==> config.mk <==
export PLATFORM = sky130hd
export DESIGN_NAME = i2c_addr_slave
export DESIGN_NICKNAME = d
export VERILOG_FILES = /design/src/rtl/i2c_slv_pkg.sv /design/src/rtl/i2c_line_filter.sv /design/src/rtl/i2c_bus_events.sv /design/src/rtl/i2c_addr_match.sv /design/src/rtl/i2c_addr_slave.sv
export SDC_FILE = /design/constraint.sdc
export NUM_CORES = 1
export LEC_CHECK = 0
export BUFFER_PORTS_ARGS = -buffer_cell sky130_fd_sc_hd__buf_2
export CAP_MARGIN = 20
export CORE_ASPECT_RATIO = 0.5
export CORE_MARGIN = 2
export CORE_UTILIZATION = 43
export CTS_CLUSTER_SIZE = 28
export DETAILED_ROUTE_END_ITERATION = 10
export HOLD_SLACK_MARGIN = 0.12
export MAX_ROUTING_LAYER = met4
export PLACE_DENSITY = 0.66
export SETUP_SLACK_MARGIN = 0.5
export SLEW_MARGIN = 20
export SYNTH_ARGS = -nofsm -noshare
export SYNTH_HDL_FRONTEND = slang
export SYNTH_SLANG_ARGS = --single-unit
==> constraint.sdc <==
create_clock -name clk -period 2.7 [get_ports clk]
set_input_delay 0.135 -clock clk [delete_from_list [all_inputs] [get_ports clk]]
set_output_delay 0.135 -clock clk [all_outputs]
set_load 0.05 [all_outputs]
==> src/rtl/i2c_slv_pkg.sv <==
package i2c_slv_pkg;
    localparam int BYTE_W = 8;
    localparam int CNT_W  = $clog2(BYTE_W + 1);
    localparam int HI_W   = 2;

    typedef logic [BYTE_W-1:0] byte_t;
    typedef logic [CNT_W-1:0]  bitcnt_t;
    typedef logic [HI_W-1:0]   ahi_t;

    localparam bitcnt_t CNT_ONE  = bitcnt_t'(1);
    localparam bitcnt_t CNT_FULL = bitcnt_t'(BYTE_W);
    localparam logic [4:0] HDR10 = 5'b11110;

    typedef enum logic [3:0] {
        ST_WAIT,
        ST_ADDR1,
        ST_ADDR2,
        ST_ACK_HDR,
        ST_ACK_MATCH,
        ST_RX,
        ST_ACK_RX,
        ST_TX,
        ST_TX_ACK
    } slv_st_t;

    typedef struct packed {
        slv_st_t st;
        bitcnt_t cnt;
        byte_t   sh;
        byte_t   tx;
        byte_t   rx_data;
        logic    oe;
        logic    rw;
        logic    armed;
        logic    m_ack;
        logic    match_p;
        logic    rx_p;
        logic    nak_p;
    } slv_regs_t;
endpackage

==> src/rtl/i2c_line_filter.sv <==
module i2c_line_filter #(
    parameter int FILT_LEN = 3
) (
    input  logic clk,
    input  logic rst_n,
    input  logic line_i,
    output logic line_o
);
    localparam int CW = $clog2(FILT_LEN + 1);

    typedef struct packed {
        logic [1:0]    sync;
        logic          filt;
        logic [CW-1:0] cnt;
    } flt_t;

    flt_t flt_d, flt_q;

    always_comb begin
        flt_d      = flt_q;
        flt_d.sync = {flt_q.sync[0], line_i};
        if (flt_q.sync[1] == flt_q.filt) begin
            flt_d.cnt = '0;
        end else if (flt_q.cnt == CW'(FILT_LEN - 1)) begin
            flt_d.filt = flt_q.sync[1];
            flt_d.cnt  = '0;
        end else begin
            flt_d.cnt = flt_q.cnt + CW'(1);
        end
    end

    always_ff @(posedge clk or negedge rst_n) begin
        if (!rst_n) begin
            flt_q <= '{sync: 2'b11, filt: 1'b1, cnt: '0};
        end else begin
            flt_q <= flt_d;
        end
    end

    assign line_o = flt_q.filt;

    // the filtered level only moves to a value the synchronizer already held
    p_filt_follow_r1: assert property (@(posedge clk) disable iff (!rst_n)
        (line_o != $past(line_o)) |-> ($past(flt_q.sync[1]) == line_o))
        else $error("filtered line moved without synchronized support");
endmodule

==> src/rtl/i2c_bus_events.sv <==
module i2c_bus_events (
    input  logic clk,
    input  logic rst_n,
    input  logic scl_f,
    input  logic sda_f,
    output logic scl_rise,
    output logic scl_fall,
    output logic bus_start,
    output logic bus_stop
);
    typedef struct packed {
        logic scl;
        logic sda;
    } prev_t;

    prev_t prev_d, prev_q;

    always_comb begin
        prev_d     = prev_q;
        prev_d.scl = scl_f;
        prev_d.sda = sda_f;
    end

    always_ff @(posedge clk or negedge rst_n) begin
        if (!rst_n) prev_q <= '{scl: 1'b1, sda: 1'b1};
        else        prev_q <= prev_d;
    end

    assign scl_rise  = scl_f && !prev_q.scl;
    assign scl_fall  = !scl_f && prev_q.scl;
    assign bus_start = scl_f && prev_q.scl && prev_q.sda && !sda_f;
    assign bus_stop  = scl_f && prev_q.scl && !prev_q.sda && sda_f;
endmodule

==> src/rtl/i2c_addr_match.sv <==
module i2c_addr_match
    import i2c_slv_pkg::*;
(
    input  byte_t byte_i,
    input  ahi_t  hi_i,
    input  byte_t lo_i,
    output logic  hit7_o,
    output logic  hdr_o,
    output logic  lo_hit_o
);
    always_comb begin
        hit7_o   = (byte_i[BYTE_W-1:1] == lo_i[BYTE_W-2:0]);
        hdr_o    = (byte_i[7:3] == HDR10) && (byte_i[2:1] == hi_i);
        lo_hit_o = (byte_i == lo_i);
    end
endmodule

==> src/rtl/i2c_addr_slave.sv <==
module i2c_addr_slave
    import i2c_slv_pkg::*;
#(
    parameter int FILT_LEN = 3
) (
    input  logic       clk,
    input  logic       rst_n,
    input  logic       scl_i,
    input  logic       sda_i,
    output logic       sda_oe_o,
    input  logic       ten_bit_i,
    input  logic [1:0] addr_hi_i,
    input  logic [7:0] addr_lo_i,
    input  logic       nak_i,
    input  logic [7:0] tx_data_i,
    output logic [7:0] rx_data_o,
    output logic       match_irq_o,
    output logic       rx_irq_o,
    output logic       nak_irq_o
);
    logic scl_f, sda_f;
    logic ev_rise, ev_fall, ev_start, ev_stop;
    logic hit7, hdr_hit, lo_hit;

    i2c_line_filter #(.FILT_LEN(FILT_LEN)) u_scl_flt (
        .clk(clk), .rst_n(rst_n), .line_i(scl_i), .line_o(scl_f)
    );
    i2c_line_filter #(.FILT_LEN(FILT_LEN)) u_sda_flt (
        .clk(clk), .rst_n(rst_n), .line_i(sda_i), .line_o(sda_f)
    );

    i2c_bus_events u_events (
        .clk(clk), .rst_n(rst_n), .scl_f(scl_f), .sda_f(sda_f),
        .scl_rise(ev_rise), .scl_fall(ev_fall),
        .bus_start(ev_start), .bus_stop(ev_stop)
    );

    slv_regs_t r_d, r_q;

    i2c_addr_match u_match (
        .byte_i(r_q.sh), .hi_i(addr_hi_i), .lo_i(addr_lo_i),
        .hit7_o(hit7), .hdr_o(hdr_hit), .lo_hit_o(lo_hit)
    );

    always_comb begin
        r_d         = r_q;
        r_d.match_p = 1'b0;
        r_d.rx_p    = 1'b0;
        r_d.nak_p   = 1'b0;
        if (ev_stop) begin
            r_d.st    = ST_WAIT;
            r_d.oe    = 1'b0;
            r_d.armed = 1'b0;
            r_d.cnt   = '0;
        end else if (ev_start) begin
            r_d.st  = ST_ADDR1;
            r_d.oe  = 1'b0;
            r_d.cnt = '0;
        end else begin
            unique case (r_q.st)
                ST_ADDR1, ST_ADDR2, ST_RX: begin
                    if (ev_rise && r_q.cnt < CNT_FULL) begin
                        r_d.sh  = {r_q.sh[BYTE_W-2:0], sda_f};
                        r_d.cnt = r_q.cnt + CNT_ONE;
                    end else if (ev_fall && r_q.cnt == CNT_FULL) begin
                        r_d.cnt = '0;
                        r_d.st  = ST_WAIT;
                        if (r_q.st == ST_RX) begin
                            r_d.rx_data = r_q.sh;
                            r_d.rx_p    = 1'b1;
                            r_d.oe      = !nak_i;
                            r_d.st      = ST_ACK_RX;
                        end else if (r_q.st == ST_ADDR2) begin
                            if (lo_hit) begin
                                r_d.oe      = 1'b1;
                                r_d.armed   = 1'b1;
                                r_d.rw      = 1'b0;
                                r_d.match_p = 1'b1;
                                r_d.st      = ST_ACK_MATCH;
                            end else begin
                                r_d.armed = 1'b0;
                            end
                        end else if (!ten_bit_i) begin
                            if (hit7) begin
                                r_d.oe      = 1'b1;
                                r_d.rw      = r_q.sh[0];
                                r_d.match_p = 1'b1;
                                r_d.st      = ST_ACK_MATCH;
                            end
                        end else if (hdr_hit && !r_q.sh[0]) begin
                            r_d.oe    = 1'b1;
                            r_d.armed = 1'b0;
                            r_d.st    = ST_ACK_HDR;
                        end else if (hdr_hit && r_q.armed) begin
                            r_d.oe      = 1'b1;
                            r_d.rw      = 1'b1;
                            r_d.match_p = 1'b1;
                            r_d.st      = ST_ACK_MATCH;
                        end else begin
                            r_d.armed = 1'b0;
                        end
                    end
                end
                ST_ACK_HDR: begin
                    if (ev_fall) begin
                        r_d.oe = 1'b0;
                        r_d.st = ST_ADDR2;
                    end
                end
                ST_ACK_RX: begin
                    if (ev_fall) begin
                        r_d.oe = 1'b0;
                        r_d.st = ST_RX;
                    end
                end
                ST_ACK_MATCH: begin
                    if (ev_fall) begin
                        if (r_q.rw) begin
                            r_d.tx  = tx_data_i;
                            r_d.oe  = !tx_data_i[BYTE_W-1];
                            r_d.cnt = '0;
                            r_d.st  = ST_TX;
                        end else begin
                            r_d.oe = 1'b0;
                            r_d.st = ST_RX;
                        end
                    end
                end
                ST_TX: begin
                    if (ev_rise) begin
                        r_d.cnt = r_q.cnt + CNT_ONE;
                    end else if (ev_fall) begin
                        if (r_q.cnt == CNT_FULL) begin
                            r_d.oe  = 1'b0;
                            r_d.cnt = '0;
                            r_d.st  = ST_TX_ACK;
                        end else if (r_q.cnt != '0) begin
                            r_d.tx = {r_q.tx[BYTE_W-2:0], 1'b0};
                            r_d.oe = !r_q.tx[BYTE_W-2];
                        end
                    end
                end
                ST_TX_ACK: begin
                    if (ev_rise) begin
                        r_d.m_ack = !sda_f;
                    end else if (ev_fall) begin
                        if (r_q.m_ack) begin
                            r_d.tx  = tx_data_i;
                            r_d.oe  = !tx_data_i[BYTE_W-1];
                            r_d.cnt = '0;
                            r_d.st  = ST_TX;
                        end else begin
                            r_d.nak_p = 1'b1;
                            r_d.oe    = 1'b0;
                            r_d.st    = ST_WAIT;
                        end
                    end
                end
                default: begin
                    r_d.oe = 1'b0;
                end
            endcase
        end
    end

    always_ff @(posedge clk or negedge rst_n) begin
        if (!rst_n) begin
            r_q <= '{st: ST_WAIT, cnt: '0, sh: '0, tx: '0, rx_data: '0,
                     oe: 1'b0, rw: 1'b0, armed: 1'b0, m_ack: 1'b0,
                     match_p: 1'b0, rx_p: 1'b0, nak_p: 1'b0};
        end else begin
            r_q <= r_d;
        end
    end

    assign sda_oe_o    = r_q.oe;
    assign rx_data_o   = r_q.rx_data;
    assign match_irq_o = r_q.match_p;
    assign rx_irq_o    = r_q.rx_p;
    assign nak_irq_o   = r_q.nak_p;

    // SDA drive changes only after an SCL fall or a bus condition
    p_oe_edge_r6: assert property (@(posedge clk) disable iff (!rst_n)
        (sda_oe_o != $past(sda_oe_o)) |-> $past(ev_fall || ev_start || ev_stop))
        else $error("SDA drive changed outside SCL low phase");

    // STOP releases SDA
    p_stop_release_r1: assert property (@(posedge clk) disable iff (!rst_n)
        ev_stop |=> !sda_oe_o)
        else $error("SDA still driven after STOP");

    // every match pulse comes with the acknowledge driven
    p_match_ack_r2: assert property (@(posedge clk) disable iff (!rst_n)
        match_irq_o |-> sda_oe_o)
        else $error("match without acknowledge");

    // while ignoring the bus the block never drives SDA
    p_wait_quiet_r5: assert property (@(posedge clk) disable iff (!rst_n)
        (r_q.st == ST_WAIT) |-> !sda_oe_o)
        else $error("SDA driven while ignoring bus");

    // received-byte acknowledge follows the NAK control
    p_rx_ack_r7: assert property (@(posedge clk) disable iff (!rst_n)
        rx_irq_o |-> (sda_oe_o == !$past(nak_i)))
        else $error("data acknowledge disagrees with NAK control");

    // master NAK leaves SDA released
    p_nak_release_r8: assert property (@(posedge clk) disable iff (!rst_n)
        nak_irq_o |-> !sda_oe_o)
        else $error("SDA driven after master NAK");

    // pulses are exclusive and one cycle wide
    p_irq_onehot_r9: assert property (@(posedge clk) disable iff (!rst_n)
        $onehot0({match_irq_o, rx_irq_o, nak_irq_o}))
        else $error("overlapping interrupt pulses");
    p_irq_single_r9: assert property (@(posedge clk) disable iff (!rst_n)
        (match_irq_o || rx_irq_o || nak_irq_o) |=> !(match_irq_o || rx_irq_o || nak_irq_o))
        else $error("interrupt pulse longer than one cycle");
endmodule

# == Word level (Yosys, flattened, before mapping) ==
# Index checks and enable logic that the tools add are counted.
# Widths: inputs -> output; s select.
# totals
regBits,50
latch_bits,0
ramBits,0
rom_bits,0
input_bits,24
out_inout_bits,12
memories,0
# classes
n_addsub,3
multipliers,0
div_mod_pow,0
n_lt_le_gt_ge,1
n_eq_ne,53
shift,0
mux,95
bitwise,6
n_reduce_logical,41
# op_table
op,n
$mux 8,8
$mux 7,9
$ne 4x4->1 const B,13
$mux 4,11
$mux 2,19
$mux 1,34
$mux 3,9
$ne 2x2->1 const B,12
$pmux 4 s6,1
$reduce_and 12->1,2
$pmux 7 s3,1
$ne 5x5->1 const B,4
$eq 4x3->1 const B,4
$pmux 4 s4,1
$logic_and 1x1->1,12
$reduce_and 11->1,1
$reduce_and 10->1,1
$ne 9x9->1 const B,1
$reduce_and 9->1,1
$reduce_bool 3->1,3
$eq 4x2->1 const B,2
$eq 4x4->1 const B,2
$eq 8x8->1,1
$logic_not 1->1,8
28 further kinds,39

# == Logic depth before layout (Yosys ltp) ==
# logic_depth
word_depth,19
depth_mapped,9
ltp_nobuf,8

# == Modules after synthesis ==
# From an unflattened synthesis, not the netlist that was laid out.
# unflattened
hier_cells,298
hier_area_um2,2895.3
# modules_own_cells
mod,instances,cells_each,area_each_um2,seq_area_each_um2
i2c_addr_slave,1,248,2249.7,950.9
i2c_line_filter,2,10,178.9,128.9
i2c_addr_match,1,24,202.7,0.0
i2c_bus_events,1,6,85.1,52.6

# == Worst setup path before layout ==
# No wires, ideal clock.
# synth_path
path_type,reg-to-reg
startpoint,register u_scl_flt.flt_q (netlist bit u_scl_flt.line_o)
endpoint,register r_q[31] (netlist name)
arrival_ns,1.962
t_required_ns,2.575
slack_ns,0.614
path_stages_with_launch,9
n_path_buf,0
path_cell_list,dfstp_2 -> inv_1 -> ha_1 -> inv_1 -> or2_2 -> o21ai_0 -> o311ai_1 -> nand2_1 -> mux2_2
# synth_via
elab_chain_cells,6
word_cells_on_any_way,25
cone_classes,8 x eq/ne; 5 x mux; 12 x reduce/logical
# synth_rtl
element,line,source
"start, declared",i2c_line_filter.sv:17,"flt_t flt_d, flt_q;"
"start signal, assigned",i2c_line_filter.sv:34,"flt_q <= '{sync: 2'b11, filt: 1'b1, cnt: '0};"
"start signal, assigned",i2c_line_filter.sv:36,flt_q <= flt_d;
$logic_and 1x1->1,i2c_bus_events.sv:29,assign scl_rise = scl_f && !prev_q.scl;
$logic_and 1x1->1,i2c_addr_slave.sv:62,if (ev_rise && r_q.cnt < CNT_FULL) begin
$mux 4,i2c_addr_slave.sv:62,
$pmux 4 s4,i2c_addr_slave.sv:60,unique case (r_q.st)
$mux 8,i2c_addr_slave.sv:55,end else if (ev_start) begin
$mux 8,i2c_addr_slave.sv:50,if (ev_stop) begin
"end signal, assigned",i2c_addr_slave.sv:168,"r_q <= '{st: ST_WAIT, cnt: '0, sh: '0, tx: '0, rx_data: '0,"
"end signal, assigned",i2c_addr_slave.sv:172,r_q <= r_d;
"end, declared",i2c_addr_slave.sv:38,"slv_regs_t r_d, r_q;"
# Parallel ways exist; a longest one is shown, timed or not.
# A chain may end at the register's enable or synchronous reset.

# == Worst setup path after layout ==
# layout_path
startpoint,register u_events.prev_q[1] (netlist name)
endpoint,register r_q[34] (netlist name)
# layout_via
elab_chain_cells,7
word_cells_on_any_way,25
cone_classes,8 x eq/ne; 5 x mux; 12 x reduce/logical
# layout_rtl
element,line,source
"start, declared",i2c_bus_events.sv:16,"prev_t prev_d, prev_q;"
"start signal, assigned",i2c_bus_events.sv:25,"if (!rst_n) prev_q <= '{scl: 1'b1, sda: 1'b1};"
"start signal, assigned",i2c_bus_events.sv:26,else prev_q <= prev_d;
$logic_not 1->1,i2c_bus_events.sv:29,
$logic_and 1x1->1,i2c_bus_events.sv:29,
$logic_and 1x1->1,i2c_addr_slave.sv:62,
$mux 4,i2c_addr_slave.sv:62,
$pmux 4 s4,i2c_addr_slave.sv:60,
$mux 8,i2c_addr_slave.sv:55,
$mux 8,i2c_addr_slave.sv:50,
# Parallel ways exist; a longest one is shown, timed or not.

==> run_results.csv <==
group,metric,value,unit
run_status,status,"completed",
final_layout,mostFrequentLayoutCells,"dfrtp_1, buf_2, nand2_1",
timing,slew_headroom,0.606,
power_and_ir_drop,vdd_drop_max,0.000434,V
detailed_routing,vias_per_cell,5.53,
setup_path,critPathCaptureType,"flip-flop",
power_and_ir_drop,leakage,1.61,nW
clocking,clock_latency,0.29,ns
synth,synth_cells,319,
place,gp_congestion,0.941,
timing,period_needed,2.17,ns
synth,yosysTopAreaCell,"dfrtp_1",
synth,syn_nets,348,
global_routing,grt_usage,0.200,
place,dpl.hpwl,5020,microns
timing,setup_viol,0,
detailed_routing,num_vias,2520,
floorplan,ios,36,
final_layout,nFillCells,612,
job,cap_violations,0,
clocking,clock_sinks,50,
timing,hold_viol,0,
synth,avgSynthCellArea,9.62,sq um
synth,synth_cell_types,69,
final_layout,layout.nets,392,
synth,netlist_area,0.00307,sq mm
clocking,cts_tree,"yes",
setup_path,critPathLaunchType,"flip-flop",
detailed_routing,firstDrtPassIters,5,
synth,synthTopCellsByArea,"dfrtp_1, dfstp_2, mux2_2, xor2_1, nand2_1",
clocking,clk_pin_slew_worst_paths,0.07,ns
synth,synth_top_cell_area_share,0.342,
final_layout,num_antenna_cells,0,
timing,tns,0,ns
floorplan,rows,21,
global_routing,grt_max_degree,48,
detailed_routing,drtIter0Drc,126,
setup_path,path_class,"flip-flop to flip-flop",
synth,yosysSeqAreaShare,0.411,
global_routing,grt_use_met2,0.310,
power_and_ir_drop,finalPower,3.53,mW
setup_path,path_cells,"inv_1 > ha_2 > nor3b_2 > o21ai_1 > a2bb2oi_2 > o311ai_2 > or4_1 > o221ai_1",
timing,rsz0062_at_grt,"yes",
clocking,cts_buffer_depth,2,
global_routing,antenna_found_initial,0,
final_layout,fin_util,0.542,
synth,synth_ff_type,"dfrtp_1",
synth,synth-edff-count,0,
synth,yosys_warnings,0,
floorplan,start_util,0.451,
detailed_routing,routedWlPerCell,16.1,microns
power_and_ir_drop,power_density,957,mW/mm^2
timing,fin_worst_skew,0.00368,ns
detailed_routing,drc,0,
global_routing,met1_usage,0.274,
floorplan,die_x,123,microns
setup_path,slowest_delay,0.55,ns
timing,tightest_slew,0.591,ns
synth,async_reset_ff_frac,1.00,
floorplan,die_area,0.00787,sq mm
setup_path,cpMaxStageDelayCell,"dfstp_2",
detailed_routing,drtAntennaViolNets,0,
global_routing,use_met3,0.0411,
final_layout,drive_above_1_share,0.335,
setup_path,arrival,2.38,ns
detailed_routing,finalWirelength,7320,microns
place,portBuffers,35,
floorplan,fp.dieH,63.7,microns
global_routing,gr-total-overflow,0,
final_layout,layout_commonest_cell,"dfrtp_1",
timing,post-route-period-util,0.804,
clocking,cts_buffers,5,
timing,clock.fmax,461,MHz
global_routing,grt_pass1_vias,2490,
min_path,hp-class,"input pin to flip-flop",
global_routing,grt_first_pass_wirelength,12000,microns
setup_path,crit_fanout,4,
global_routing,busiest_layer,"met2",
setup_path,critPathRequiredTime,2.91,ns
clocking,htree_num_levels,2,
timing,drv_slew,0,
final_layout,syn_to_final_growth,20.2,%
synth,synth_seq_cells,50,
floorplan,core,0.00681,sq mm
clocking,clockRootBuffer,"clkbuf_16",
-- worst max-delay path, delay by kind of cell, from the launching register on --
kind | cells | cell delay (ns)
flip-flops | 1 | 0.55
AO/OA/AOI/OAI | 4 | 0.57
buffers and inverters | 1 | 0.04
adder cells (fa/ha/maj) | 1 | 0.20
AND/OR/NAND/NOR | 2 | 0.71
-- cells in the mapped netlist (3+ instances only) --
master,instances
dfstp_2,8
buf_4,10
a21o_1,3
a21oi_1,9
nand3_1,10
nor4_1,5
o211ai_1,3
nand2_1,30
nand2b_1,6
inv_1,16
xor2_1,15
a31oi_1,8
nor2_1,21
nor3_1,7
clkbuf_1,6
nor2b_1,3
and2_1,6
dfrtp_1,42
buf_2,9
o221ai_1,3
xnor2_1,6
mux2_2,18
nor3b_1,3
o21ai_0,14
ha_1,5
-- sequential cells by signal, summed over array words and instances (netlist names) --
name / cells
match_irq_o: 1
u_scl_flt.line_o: 1
rx_data_o: 8
u_sda_flt.flt_q: 3
u_sda_flt.line_o: 1
rx_irq_o: 1
u_sda_flt.flt_d: 1
u_events.prev_q: 2
u_scl_flt.flt_d: 1
u_scl_flt.flt_q: 3
nak_irq_o: 1
r_q: 26
sda_oe_o: 1
-- per-layer routing --
| metal | part of all wire | up-vias |
|---|---|---|
| met2 | 0.45 | 74 |
| met4 | 0.0076 | 0 |
| met1 | 0.49 | 1218 |
| met3 | 0.054 | 9 |
| li1 | - | 1219 |
| met5 | 0 | - |
-- what timing repair did --
action,4_1_cts,5_1_grt
resized for setup,9,15
pin swaps,3,8
hold buffers,10,0
setup endpoints to repair,30,26
hold endpoints to repair,51,0
gates cloned,0,1
setup buffers,3,6
-- final cells by class --
class | instances | area [sq um] | area share
Timing Repair Buffer | 62 | 418 | 0.113
Inverter | 16 | 60.1 | 0.0163
Sequential cell | 50 | 1260 | 0.343
Multi-Input combinational cell | 228 | 1680 | 0.455
Clock buffer | 5 | 125 | 0.0339
Clock inverter | 3 | 28.8 | 0.00780
Tap cell | 92 | 115 | 0.0312
-- power breakdown --
group / switching (mW) / leakage (nW) / internal, mW / total [mW]
registers: 0.282 / 0.618 / 0.956 / 1.24
clock network: 0.301 / 0.0763 / 0.355 / 0.656
logic: 0.898 / 0.915 / 0.738 / 1.64
-- worst paths after layout --
check	from	to	slack, ns	cells after the start
max	u_events.prev_q[1]$_DFF_PN1_	r_q[34]$_DFFE_PN0P_	0.53	8
min	ten_bit_i	r_q[5]$_DFFE_PN0P_	0.23	3
max reg2reg	u_events.prev_q[1]$_DFF_PN1_	r_q[34]$_DFFE_PN0P_	0.53	8
min reg2reg	u_sda_flt.flt_d[4]$_DFF_PN1_	u_sda_flt.flt_q[4]$_DFF_PN1_	0.36	0
max in group asynchronous	rst_n	u_scl_flt.flt_d[4]$_DFF_PN1_	1.73	3
min in group asynchronous	rst_n	u_sda_flt.flt_q[0]$_DFF_PN0_	0.39	2
-- metrics by stage --
step / instances / instance area (sq um) / worst slack [ns] / hold slack [ns]
detailed placement: 428 / 3270 / 0.363 / 0.244
global placement: 428 / 3270 / 0.339 / 0.242
floorplan: 319 / 3070 / 0.614 / -0.161
finish: 456 / 3690 / 0.530 / 0.226
global route: 456 / 3690 / 0.445 / 0.279
CTS: 449 / 3570 / 0.505 / 0.223
-- cell families after synthesis --
logic type | after synthesis | share of synthesized area
AO/OA/AOI/OAI | 70 | 0.171
XOR/XNOR | 21 | 0.0599
buffers and inverters | 42 | 0.0697
flip-flops | 50 | 0.411
AND/OR/NAND/NOR | 112 | 0.199
multiplexers | 19 | 0.0693
adder cells (fa/ha/maj) | 5 | 0.0204
(Power assumes the default switching activity.)
